--- src/rtl/qfs_pkg.sv ---
package qfs_pkg;
   typedef enum logic [1:0] {
      QM_IND  = 2'b00,
      QM_POLL = 2'b01,
      QM_MMAP = 2'b10,
      QM_RSVD = 2'b11
   } qfs_mode_e;

   localparam int unsigned STAT_W     = 32;
   localparam int unsigned FIELD_W    = 6;
   localparam int unsigned FIELD_LSB  = 8;
   localparam int unsigned BUSY_BIT   = 5;
   localparam int unsigned NFLAG      = 5;
   localparam int unsigned FTF_IDX    = 2;
endpackage

--- src/rtl/qfs_level_ctr.sv ---
module qfs_level_ctr #(
   parameter int unsigned DEPTH = 32,
   parameter int unsigned LVL_W = $clog2(DEPTH + 1)
) (
   input  logic             clk,
   input  logic             rst_n,
   input  logic             push_i,
   input  logic             pop_i,
   output logic [LVL_W-1:0] lvl_o
);
   localparam logic [LVL_W-1:0] FULL = LVL_W'(DEPTH);

   logic inc, dec;
   assign inc = push_i && !pop_i && (lvl_o != FULL);
   assign dec = pop_i && !push_i && (lvl_o != '0);

   always_ff @(posedge clk or negedge rst_n) begin
      if (!rst_n)   lvl_o <= '0;
      else if (inc) lvl_o <= lvl_o + 1'b1;
      else if (dec) lvl_o <= lvl_o - 1'b1;
   end
endmodule

--- src/rtl/qfs_flag.sv ---
module qfs_flag (
   input  logic clk,
   input  logic rst_n,
   input  logic set_i,
   input  logic clr_i,
   output logic q_o
);
   always_ff @(posedge clk or negedge rst_n) begin
      if (!rst_n)     q_o <= 1'b0;
      else if (set_i) q_o <= 1'b1;
      else if (clr_i) q_o <= 1'b0;
   end
endmodule

--- src/rtl/qfs_match.sv ---
module qfs_match #(
   parameter int unsigned DATA_W = 32
) (
   input  logic [DATA_W-1:0] data_i,
   input  logic [DATA_W-1:0] match_i,
   input  logic [DATA_W-1:0] mask_i,
   output logic              hit_o
);
   assign hit_o = ~|((data_i ^ match_i) & mask_i);
endmodule

--- src/rtl/qflash_stat_unit.sv ---
module qflash_stat_unit
   import qfs_pkg::*;
#(
   parameter int unsigned FIFO_DEPTH = 32,
   parameter int unsigned DATA_W     = 32,
   parameter int unsigned LVL_W      = $clog2(FIFO_DEPTH + 1)
) (
   input  logic              clk,
   input  logic              rst_n,
   input  logic [1:0]        mode_i,
   input  logic              op_start_i,
   input  logic              op_end_i,
   input  logic              timeout_i,
   input  logic              poll_cap_i,
   input  logic [DATA_W-1:0] poll_data_i,
   input  logic [DATA_W-1:0] match_val_i,
   input  logic [DATA_W-1:0] match_mask_i,
   input  logic              xfer_done_i,
   input  logic              abort_i,
   input  logic              bad_addr_i,
   input  logic              fifo_push_i,
   input  logic              fifo_pop_i,
   input  logic [LVL_W-1:0]  fifo_thr_i,
   input  logic              data_rd_i,
   input  logic              clr_we_i,
   input  logic [4:0]        clr_data_i,
   output logic [31:0]       status_o
);
   generate
      if (FIFO_DEPTH < 1 || FIFO_DEPTH > 63)
         $error("FIFO_DEPTH must lie in 1..63 to fit the level field");
      if (DATA_W < 1)
         $error("DATA_W must be at least 1");
      if (LVL_W > FIELD_W)
         $error("LVL_W exceeds the level field width");
   endgenerate

   qfs_mode_e mode;
   assign mode = qfs_mode_e'(mode_i);

   logic is_ind, is_poll;
   assign is_ind  = (mode == QM_IND);
   assign is_poll = (mode == QM_POLL);

   // byte count
   logic [LVL_W-1:0] lvl;
   qfs_level_ctr #(.DEPTH(FIFO_DEPTH), .LVL_W(LVL_W)) u_lvl (
      .clk    (clk),
      .rst_n  (rst_n),
      .push_i (fifo_push_i),
      .pop_i  (fifo_pop_i),
      .lvl_o  (lvl)
   );

   // operation-in-flight marker
   logic op_act;
   always_ff @(posedge clk or negedge rst_n) begin
      if (!rst_n)          op_act <= 1'b0;
      else if (op_start_i) op_act <= 1'b1;
      else if (op_end_i)   op_act <= 1'b0;
   end

   // polled value compare
   logic hit;
   qfs_match #(.DATA_W(DATA_W)) u_match (
      .data_i  (poll_data_i),
      .match_i (match_val_i),
      .mask_i  (match_mask_i),
      .hit_o   (hit)
   );

   // sticky flags, indexed by status bit position; slot FTF_IDX holds the
   // polling-mode threshold flag, cleared by data reads rather than writes
   logic [NFLAG-1:0] fl_set, fl_clr, fl_q;
   assign fl_set[0] = bad_addr_i && is_ind;
   assign fl_set[1] = (xfer_done_i && is_ind) || abort_i;
   assign fl_set[2] = poll_cap_i && is_poll;
   assign fl_set[3] = poll_cap_i && is_poll && hit;
   assign fl_set[4] = timeout_i;

   generate
      for (genvar gi = 0; gi < NFLAG; gi++) begin : g_flag
         if (gi == FTF_IDX) begin : g_rd_clr
            assign fl_clr[gi] = data_rd_i;
         end else begin : g_w1c
            assign fl_clr[gi] = clr_we_i && clr_data_i[gi];
         end
         qfs_flag u_flag (
            .clk   (clk),
            .rst_n (rst_n),
            .set_i (fl_set[gi]),
            .clr_i (fl_clr[gi]),
            .q_o   (fl_q[gi])
         );
      end
   endgenerate

   // threshold flag by mode
   logic ftf;
   always_comb begin
      unique case (mode)
         QM_IND:  ftf = (lvl >= fifo_thr_i) || (!op_act && (lvl != '0));
         QM_POLL: ftf = fl_q[FTF_IDX];
         default: ftf = 1'b0;
      endcase
   end

   // level field, padded to the fixed field width
   logic [FIELD_W-1:0] lvl_field;
   generate
      if (LVL_W == FIELD_W) begin : g_lvl_full
         assign lvl_field = is_ind ? lvl : '0;
      end else begin : g_lvl_pad
         assign lvl_field = is_ind ? {{(FIELD_W-LVL_W){1'b0}}, lvl} : '0;
      end
   endgenerate

   logic busy;
   assign busy = op_act || (lvl != '0);

   always_comb begin
      status_o = '0;
      status_o[FIELD_LSB +: FIELD_W] = lvl_field;
      status_o[BUSY_BIT]             = busy;
      status_o[4:3]                  = fl_q[4:3];
      status_o[FTF_IDX]              = ftf;
      status_o[1:0]                  = fl_q[1:0];
   end
endmodule

--- config.mk ---
export PLATFORM = sky130hd
export DESIGN_NAME = qflash_stat_unit
export DESIGN_NICKNAME = d
export VERILOG_FILES = /design/src/rtl/qfs_pkg.sv /design/src/rtl/qfs_level_ctr.sv /design/src/rtl/qfs_flag.sv /design/src/rtl/qfs_match.sv /design/src/rtl/qflash_stat_unit.sv
export SDC_FILE = /design/constraint.sdc
export NUM_CORES = 1
export LEC_CHECK = 0
export BUFFER_PORTS_ARGS = -buffer_cell sky130_fd_sc_hd__buf_2
export CAP_MARGIN = 20
export CORE_MARGIN = 5
export CORE_UTILIZATION = 39
export CTS_CLUSTER_SIZE = 28
export DETAILED_ROUTE_END_ITERATION = 6
export HOLD_SLACK_MARGIN = 0.06
export PLACE_DENSITY = 0.84
export SYNTH_ARGS = -nofsm -noshare
export SYNTH_HDL_FRONTEND = slang
export SYNTH_SLANG_ARGS = --single-unit
--- constraint.sdc ---
create_clock -name clk -period 3.7 [get_ports clk]
set_input_delay 0.185 -clock clk [delete_from_list [all_inputs] [get_ports clk]]
set_output_delay 0.185 -clock clk [all_outputs]
set_load 0.005 [all_outputs]
### After elaboration in Yosys (flattened, before gate mapping)

Index checks and enable logic that the tools add are counted.

| cells by class | value |
|---|---|
| $add $sub $neg | 2 |
| magnitude comparators | 1 |
| equality and inequality tests | 2 |
| mux-type cells | 16 |
| bitwise gates (word level) | 2 |
| reduce and logical (&&, ||, !) cells | 30 |

Operator list:

| cell | number |
|---|---|
| bitwise AND 32 bit | 1 |
| OR reduction 32 bit | 1 |
| XOR 32 bit | 1 |
| two-way mux 6 bit | 3 |
| nonzero test 2 bit | 7 |
| logical AND 1 bit | 13 |
| two-way mux 1 bit | 12 |
| adder 6 x 1 -> 6 bit (second input constant) | 1 |
| >= comparator 6 bit | 1 |
| inequality test 6 bit (second input constant) | 1 |
| nonzero test 6 bit | 1 |
| subtractor 6 x 1 -> 6 bit (second input constant) | 1 |
| zero test 1 bit | 4 |
| logical OR 1 bit | 3 |
| == test 2 x 1 -> 1 bit (second input constant) | 1 |
| zero test 2 bit | 1 |
| one-hot mux 1 bit (2 select lines) | 1 |

| word-level totals | value |
|---|---|
| flip-flop bits (word level) | 12 |
| output and inout bits | 32 |
| logic and storage cells | 60 |

### Longest topological paths before layout

Gate-level depths: netlist (run 1).

| logic depth | value |
|---|---|
| depth after elaboration | 6 |
| depth in mapped cells | 9 |
| gate-level depth less buffers | 8 |

### By module

A second synthesis (run 1) with hierarchy kept.

| second synthesis, totals | value |
|---|---|
| cell total of the unflattened synthesis | 180 |
| area total of the unflattened synthesis | 1599.0 sq um |

By module, submodules not included:

| module | instances | cells each | area each (sq um) | sequential area each (sq um) |
|---|---|---|---|---|
| qflash_stat_unit | 1 | 71 | 516.7 | 25.0 |
| qfs_level_ctr | 1 | 41 | 462.9 | 150.1 |
| qfs_match | 1 | 53 | 437.9 | 0.0 |
| qfs_flag | 5 | 3 | 36.3 | 25.0 |

### Worst setup path before layout (run 1)

OpenSTA, ideal clock, no wires.

| timing path | value |
|---|---|
| path type | register -> register |
| from | register u_lvl.lvl_o[4] |
| to | register u_lvl.lvl_o[5] |
| arrival | 1.958 ns |
| required time | 3.562 ns |
| slack | 1.604 ns |
| cell stages (with the launch flop) | 9 |
| path buffers | 0 |
| clock period less this slack | 2.096 ns |
| path through | dfrtp_1 > nor3_2 > nand2_2 > o21ai_4 > ha_1 > a21o_1 > a21oi_1 > o21ai_0 > mux4_2 |

| on the way | value |
|---|---|
| longest elaborated chain between the ends | 3 |
| elaborated cells on any way between the ends | 9 |

RTL lines:

| element | line | source |
|---|---|---|
| start, declared | qfs_level_ctr.sv:9 | `output logic [LVL_W-1:0] lvl_o` |
| start signal, assigned | qfs_level_ctr.sv:19 | `else if (inc) lvl_o <= lvl_o + 1'b1;` |
| start signal, assigned | qfs_level_ctr.sv:20 | `else if (dec) lvl_o <= lvl_o - 1'b1;` |
| subtractor 6 x 1 -> 6 bit (tied with other cells) | qfs_level_ctr.sv:20 |  |
| two-way mux 6 bit (tied with other cells) | qfs_level_ctr.sv:20 |  |
| two-way mux 6 bit or nonzero test 2 bit (tied branches) | -- |  |

Parallel ways exist; a longest one is shown, timed or not. The select of a mux whose other input is x is not followed.
A chain may end at the register's enable or synchronous reset.

### Final worst setup path (run 1)

Same ends and word-level chain as after synthesis.

==> flow_summary.yaml, run 1 <==
outcome:
  status: "completed"
power_and_ir_drop:
  power.leakage_nw: 1.22
  ir_drop_v: 0.000150
  p_total_mw: 0.819
  power_density_mw_per_mm2: 377
synthesis:
  postSynthAreaPerCell_um2: 9.01
  yosys.area.top_type: "dfrtp_1"
  ys_types: 36
  seq_area_frac_synth: 0.198
  synth_async_sr_flop_share: 1.00
  ys_top_cells_by_count: "xor2_1 (33), buf_4 (26), dfrtp_1 (12)"
  synthTopCellsByArea: "dfrtp_1 (20%), xor2_1 (19%), buf_4 (13%)"
  yosysTopAreaCellShare: 0.198
  ys.warnings.count: 0
  synth-edff-count: 0
  synth_seq_cells: 12
  syn_inst: 168
  synth_most_common_cell: "xor2_1"
  synthFlopType: "dfrtp_1"
  syn-cell-area_mm2: 0.00151
placement:
  placed_cells: 341
  place_congestion: 0.831
  port_buffers: 132
  hpwl_mm: 4.39
setup_path:
  crit_family: "compound AO/OA/AOI/OAI gates"
  path_class: "reg -> reg"
  cp_cell_sequence: "nor3_2 -> nand2_2 -> o21ai_4 -> ha_1 -> a21o_1 -> a21oi_1 -> o21ai_0 -> mux4_2"
  crit_arrival_ns: 2.48
  crit_required_ns: 3.81
  critPathLaunchType: "flop"
  crit_path_max_incr_delay_ns: 0.46
  critPathBufInv: 0
  path_max_fanout: 6
  slowest_stage: "dfrtp_1"
  end_kind: "flop"
global_routing:
  grt_pass1_vias: 1621
  grt_pass1_wl_mm: 7.15
  grt_max_degree: 13
  overflow: 0
  grt_usage: 0.173
  antenna_found_initial: 0
route:
  viasPerCell: 4.76
  drt_first_pass_iters: 4
  routed_wl_mm: 4.93
  vias: 1647
  drtIter0Drc: 83
  final_antenna_net_count: 0
  drt-wirelength-per-cell_um: 14.2
  drc: 0
floorplan:
  dieArea_mm2: 0.00523
  rows: 22
  io_pins: 154
  die_y_um: 72.3
  start_util: 0.407
  die_width_um: 72.3
  core_area_mm2: 0.00372
finish:
  fin_cells: 346
  final_util: 0.586
  drive_gt1_frac: 0.493
  n_fill_cell: 339
  area_growth_pct: 43.7
  nets: 432
  antenna_cells: 0
clock_network:
  clkLatencyLatePin_ns: 0.24
  cts-root-buf: "clkbuf_8"
  cts_tree: "done"
  cts_max_path_buffers: 2
  clkTransAtPathRegs_ns: 0.05
  clkSinkCount: 12
  htreeDepth: 1
  post_cts.repair.setup_buffers: 0
  cts_buffers: 3
sta:
  grt_setup_unrepaired: "no"
  timing.hold.ws_ns: 0.118
  post-route-min-period_ns: 2.37
  tns_ns: 0
  final_max_slew_viol_count: 0
  fmax_mhz: 422
  skew_ns: 0.00385
  hold_violations: 0
  fin_crit_sh: 0.641
  finalSetupViolations: 0
min_path:
  hp-class: "in -> reg"
run:
  drv_cap: 0
state kept, by name (all words and copies together), names as in the netlist:
register           count
u_lvl.lvl_o            6
g_flag.u_flag.q_o      5
op_act                 1
through the flow:
step           area [um2]  setup WS [ns]
5_1_grt              2180           1.18
6_report             2180           1.33
3_5_place_dp         2110           1.41
2_1_floorplan        1590           1.60
3_3_place_gp         2110           1.45
4_1_cts              2180           1.35
power breakdown:
| part | internal [mW] | total, mW | switching (mW) |
|---|---|---|---|
| Sequential | 0.170 | 0.230 | 0.0591 |
| Combinational | 0.239 | 0.446 | 0.207 |
| Clock | 0.0940 | 0.144 | 0.0495 |
worst register-to-register path, cell delays in order (launching register included):
cell	delay [ns]
dfrtp_1	0.46
nor3_2	0.25
nand2_2	0.13
o21ai_4	0.25
ha_1	0.28
a21o_1	0.17
a21oi_1	0.22
o21ai_0	0.17
mux4_2	0.30
logic make-up after synthesis:
logic type               count (synthesis)  share of synthesized area
AO/OA/AOI/OAI                           39                      0.199
XOR/XNOR                                36                      0.208
AND/OR/NAND/NOR                         31                      0.110
buffers and inverters                   35                      0.151
flip-flops                              12                      0.198
multiplexers                             3                     0.0347
adder cells (fa/ha/maj)                 11                     0.0959
other                                    1                    0.00248
per-layer routing:
layer / vias to the layer above / wire, um / GRT usage
met2: 97 / 2580 / 0.312
met3: 11 / 535 / 0.0374
li1: 803 / - / -
met4: 0 / 104 / 0.0793
met5: - / 0 / 0
met1: 736 / 1710 / 0.191
layout by cell type (no fill, tap or decap), types with 3 or more instances in the layout:
cell,count
o21ai_0,3
a22oi_1,6
nand4_1,3
xor2_1,33
dfrtp_1,12
a21oi_1,10
a221oi_1,3
nor2_1,6
xnor2_1,3
buf_2,132
clkbuf_8,4
inv_1,9
a22o_1,5
and2_1,3
nand2_1,7
a21o_1,4
conb_1,20
ha_1,10
final timing paths:
kind                                       from                   end  slack (ns)  cells after the start
min                                   timeout_i  g_flag[4].u_flag.q_o        0.12                      2
max                              u_lvl.lvl_o[4]        u_lvl.lvl_o[5]        1.33                      8
min in group asynchronous                 rst_n        u_lvl.lvl_o[0]        0.35                      2
max reg2reg                      u_lvl.lvl_o[4]        u_lvl.lvl_o[5]        1.33                      8
min reg2reg                g_flag[4].u_flag.q_o  g_flag[4].u_flag.q_o        0.47                      1
max in group asynchronous                 rst_n  g_flag[2].u_flag.q_o        3.13                      2
layout make-up:
class	count	area, um2	area share
clock buffers	4	55.1	0.0253
inverters	9	33.8	0.0155
multi-input cells	140	1060	0.485
flip-flops and latches	12	300	0.138
well taps	48	60.1	0.0276
repair buffers	133	671	0.308
timing repair:
item / 4_1_cts / 5_1_grt
gates resized for setup: 0 / 0
hold buffers: 1 / 0
endpoints found under the hold margin: 12 / 0
(Power assumes the default switching activity.)
==> run 2: changes to the inputs <==
- CORE_UTILIZATION: 39 -> 33
- PLACE_DENSITY: 0.84 -> 0.76
- clock period: 3.7 -> 2.12 ns (I/O delays scaled with it)
==> flow_summary.yaml, run 2 (synthesis gave the netlist of run 1 again) <==
outcome:
  status: "completed"
setup_path:
  rrSetupSlack_ns: 0.08
  critPathLaunchType: "flop"
  crit_required_ns: 2.22
  reg2reg_to: "u_lvl.lvl_o[5]"
  worstSetupStartpoint: "u_lvl.lvl_o[0]"
  r2r_start: "u_lvl.lvl_o[0]"
  end_kind: "flop"
  path_max_fanout: 4
  ff2ff_path_depth: 8
  crit_arrival_ns: 2.14
  path_class: "reg -> reg"
finish:
  area_growth_pct: 51.5
  fin_cells: 363
  drive_gt1_frac: 0.524
  nets: 446
  final_cell_mix: "buf_2 (132), xor2_1 (33), conb_1 (20)"
  largest_reg_flops: 6
  reg.largest.list: "u_lvl.lvl_o: 6 flops, g_flag.u_flag.q_o: 5 flops, op_act: 1 flops"
  antenna_cells: 0
  n_fill_cell: 420
  regMostFlops: "u_lvl.lvl_o"
  final_common_cell: "buf_2"
sta:
  fmax_mhz: 490
  hold_violations: 0
  post-route-min-period_ns: 2.04
  skew_ns: 0.00314
  fin_crit_sh: 0.962
  timing.hold.ws_ns: 0.0613
  final_max_slew_viol_count: 0
  grt_setup_unrepaired: "yes"
  finalSetupViolations: 0
placement:
  place_congestion: 0.873
  placed_cells: 353
  port_buffers: 132
  hpwl_mm: 4.46
route:
  drt-wirelength-per-cell_um: 13.7
  drtIter0Drc: 43
  routed_wl_mm: 4.99
  drc: 0
  final_antenna_net_count: 0
  drt_first_pass_iters: 4
  vias: 1648
  viasPerCell: 4.54
global_routing:
  gr-usage-met2: 0.286
  grt_pass1_wl_mm: 7.16
  grt_max_degree: 13
  grt_pass1_vias: 1629
  grt_use_met3: 0.0278
  antenna_found_initial: 0
  grt-busiest-layer: "met2"
  grt_use_met1: 0.149
  grt_usage: 0.143
  overflow: 0
floorplan:
  dieArea_mm2: 0.00604
  die_width_um: 77.7
  rows: 24
  core_area_mm2: 0.00441
  start_util: 0.343
  io_pins: 154
  die_y_um: 77.7
clock_network:
  cts-root-buf: "clkbuf_8"
  htreeDepth: 1
  cts_tree: "done"
  cts_buffers: 3
  clkLatencyLatePin_ns: 0.23
  clkSinkCount: 12
  clkTransAtPathRegs_ns: 0.05
  cts_max_path_buffers: 2
power_and_ir_drop:
  ir_drop_v: 0.000267
  power_density_mw_per_mm2: 676
  power.leakage_nw: 1.28
min_path:
  hold-path-endpoint: "op_act"
  hp-class: "in -> reg"
  hp-start: "op_start_i"
  hold_depth: 2
run:
  drv_cap: 0
[run 2: changes by cell type in the layout (fill, tap and decap cells not counted), sizes merged]
cell / before / now
buf: 132 / 145
clkbuf: 4 / 3
dlygate4sd3: 1 / 2
[run 2: worst max-delay path, cell delays in order, from the launching register on]
cell and delay, ns:
dfrtp_1 0.40, nor2_1 0.20, nand2_2 0.10, o21ai_4 0.19, ha_1 0.26, a21o_1 0.19
a21oi_2 0.15, o21ai_1 0.12, mux4_2 0.30
[run 2: stage by stage]
| stage | cell area, um2 | TNS (ns) | utilization | power [mW] | worst slack [ns] |
|---|---|---|---|---|---|
| floorplan | 1590 | 0 | - | 0.925 | 0.0238 |
| global placement | 2180 | 0 | 0.493 | 1.22 | 0.0843 |
| detailed placement | 2180 | -0.0279 | 0.493 | 1.26 | -0.0279 |
| CTS | 2260 | 0 | 0.511 | 1.50 | 0.0130 |
| global route | 2290 | -0.00723 | 0.520 | 1.69 | -0.00723 |
| finish | 2290 | 0 | 0.520 | 1.55 | 0.0812 |
[run 2: area by class of cell]
| class | instances | area [um2] | area share |
|---|---|---|---|
| flip-flops and latches | 12 | 300 | 0.131 |
| repair buffers | 147 | 782 | 0.341 |
| clock buffers | 3 | 41.3 | 0.0180 |
| multi-input cells | 140 | 1070 | 0.467 |
| well taps | 52 | 65.1 | 0.0284 |
| inverters | 9 | 33.8 | 0.0147 |
[run 2: what timing repair did]
action,CTS,global route
hold buffers,2,0
gates cloned,0,0
buffers inserted,2,3
pin swaps,2,7
setup endpoints to repair,2,4
hold endpoints to repair,13,0
resized for setup,3,3
[run 2: routing by layer]
layer	routed length (um)	vias up
met4	34	0
met1	1740	737
li1	-	830
met3	429	2
met2	2780	79
met5	0	-
[run 2: worst max-delay path by stage]
stage	endpoint	slack, ns	depth (start not counted)
floorplan	u_lvl.lvl_o[5]	0.02	8
global placement	u_lvl.lvl_o[5]	0.08	8
detailed placement	u_lvl.lvl_o[5]	-0.03	8
CTS	status_o[2]	0.01	9
global route	u_lvl.lvl_o[5]	-0.007	8
finish	u_lvl.lvl_o[5]	0.08	8
[run 2: power breakdown]
group          leakage [nW]  switching [mW]  internal (mW)  total [mW]
Sequential            0.139          0.0514          0.298       0.350
Clock                0.0216          0.0727          0.124       0.197
Combinational          1.12           0.443          0.561        1.00
==> run 3: changes to the inputs <==
- CORE_UTILIZATION: 33 -> 36
- PLACE_DENSITY: 0.76 -> 0.78
- clock period: 2.12 -> 1.92 ns (I/O delays scaled with it)
==> flow_summary.yaml, run 3 (synthesis gave the netlist of run 1 again) <==
finish:
  final_common_cell: "buf_2"
  antenna_cells: 0
  reg.largest.list: "u_lvl.lvl_o: 6 flops, g_flag.u_flag.q_o: 5 flops, op_act: 1 flops"
  drive_gt1_frac: 0.538
  regMostFlops: "u_lvl.lvl_o"
  n_fill_cell: 348
  final_cell_mix: "buf_2 (132), xor2_1 (33), conb_1 (20)"
  area_growth_pct: 56.3
  largest_reg_flops: 6
  fin_cells: 366
  nets: 451
setup_path:
  r2r_start: "u_lvl.lvl_o[2]"
  reg2reg_to: "u_lvl.lvl_o[5]"
  path_class: "reg -> reg"
  ff2ff_path_depth: 8
  rrSetupSlack_ns: -0.05
  path_max_fanout: 4
  end_kind: "flop"
  crit_arrival_ns: 2.08
  worstSetupStartpoint: "u_lvl.lvl_o[2]"
  critPathLaunchType: "flop"
  crit_required_ns: 2.02
min_path:
  hold-path-endpoint: "g_flag[1].u_flag.q_o"
  hp-class: "in -> reg"
  hp-start: "abort_i"
  hold_depth: 2
clock_network:
  cts_buffers: 3
  cts_tree: "done"
  cts_max_path_buffers: 2
  htreeDepth: 1
  clkLatencyLatePin_ns: 0.23
  clkSinkCount: 12
  cts-root-buf: "clkbuf_8"
  clkTransAtPathRegs_ns: 0.05
power_and_ir_drop:
  p_total_mw: 1.81
  ir_drop_v: 0.000319
  power.leakage_nw: 1.30
  power_density_mw_per_mm2: 767
route:
  viasPerCell: 4.67
  final_antenna_net_count: 0
  drt_first_pass_iters: 6
  drtIter0Drc: 38
  vias: 1708
  drt-wirelength-per-cell_um: 13.4
  drc: 0
  routed_wl_mm: 4.91
placement:
  port_buffers: 132
  place_ws_ns: -0.110
  hpwl_mm: 4.41
  placed_cells: 358
  place_congestion: 0.805
floorplan:
  die_width_um: 74.9
  die_y_um: 74.9
  dieArea_mm2: 0.00560
  io_pins: 154
  start_util: 0.376
  core_area_mm2: 0.00403
  rows: 23
global_routing:
  overflow: 0
  grt_usage: 0.156
  antenna_found_initial: 0
  grt_max_degree: 13
  grt_pass1_vias: 1714
  grt_pass1_wl_mm: 6.81
sta:
  grt_setup_unrepaired: "yes"
  skew_ns: 0.00167
  setup_slack_ns: -0.0526
  fin_crit_sh: 1.03
  hold_violations: 0
  post-route-min-period_ns: 1.97
  tns_ns: -0.138
  fmax_mhz: 507
  final_max_slew_viol_count: 0
  finalSetupViolations: 4
outcome:
  violations: "setup timing"
  status: "complete, but fails checks"
run:
  drv_cap: 0
run 3: cell count changes in the layout (fill, tap and decap cells not counted), sizes merged:
cell,before,now
dlygate4sd3,2,4
buf,145,148
run 3: how the worst max path moves through the flow:
stage / cells after the start / slack [ns] / endpoint
2_1_floorplan: 8 / -0.15 / u_lvl.lvl_o[4]
3_3_place_gp: 8 / -0.05 / u_lvl.lvl_o[5]
3_5_place_dp: 8 / -0.11 / u_lvl.lvl_o[5]
4_1_cts: 8 / -0.05 / u_lvl.lvl_o[4]
5_1_grt: 9 / -0.15 / u_lvl.lvl_o[3]
6_report: 8 / -0.05 / u_lvl.lvl_o[5]
run 3: report_power, final:
part | switching [mW] | internal [mW] | total, mW
logic | 0.532 | 0.687 | 1.22
clock network | 0.0823 | 0.137 | 0.220
registers | 0.0462 | 0.329 | 0.375
total | 0.661 | 1.15 | 1.81
run 3: layer usage:
layer / vias to the layer above / wire length [um] / track usage
met5: - / 0 / 0
met4: 0 / 61 / 0.0474
met3: 6 / 491 / 0.0254
met2: 81 / 2680 / 0.308
met1: 781 / 1680 / 0.165
li1: 840 / - / -
run 3: area by class of cell:
class | count | area [um2] | share of cell area
Tap cell | 50 | 62.6 | 0.0264
Timing Repair Buffer | 152 | 825 | 0.348
Multi-Input combinational cell | 140 | 1100 | 0.466
Sequential cell | 12 | 300 | 0.127
Inverter | 9 | 33.8 | 0.0143
Clock buffer | 3 | 41.3 | 0.0175
run 3: metrics by stage:
step           area [um2]  hold slack, ns   util
6_report             2370          0.0711  0.587
5_1_grt              2370          0.0876  0.587
4_1_cts              2360          0.0710  0.586
3_5_place_dp         2230         -0.0118  0.553
3_3_place_gp         2230         -0.0109  0.553
2_1_floorplan        1590          -0.200      -
run 3: worst max-delay path, stage by stage, from the launching register on:
cell and delay [ns]:
dfrtp_1 0.38, nor3_2 0.24, nand2_2 0.11, o21ai_4 0.18, ha_1 0.27, buf_4 0.15
a21oi_2 0.15, o21ai_1 0.09, mux4_2 0.28
run 3: what timing repair did:
item | CTS | global route
buffers inserted | 1 | 0
hold buffers | 4 | 0
endpoints found under the setup margin | 4 | 4
endpoints found under the hold margin | 15 | 0
pin swaps | 11 | 2
resized for setup | 7 | 1
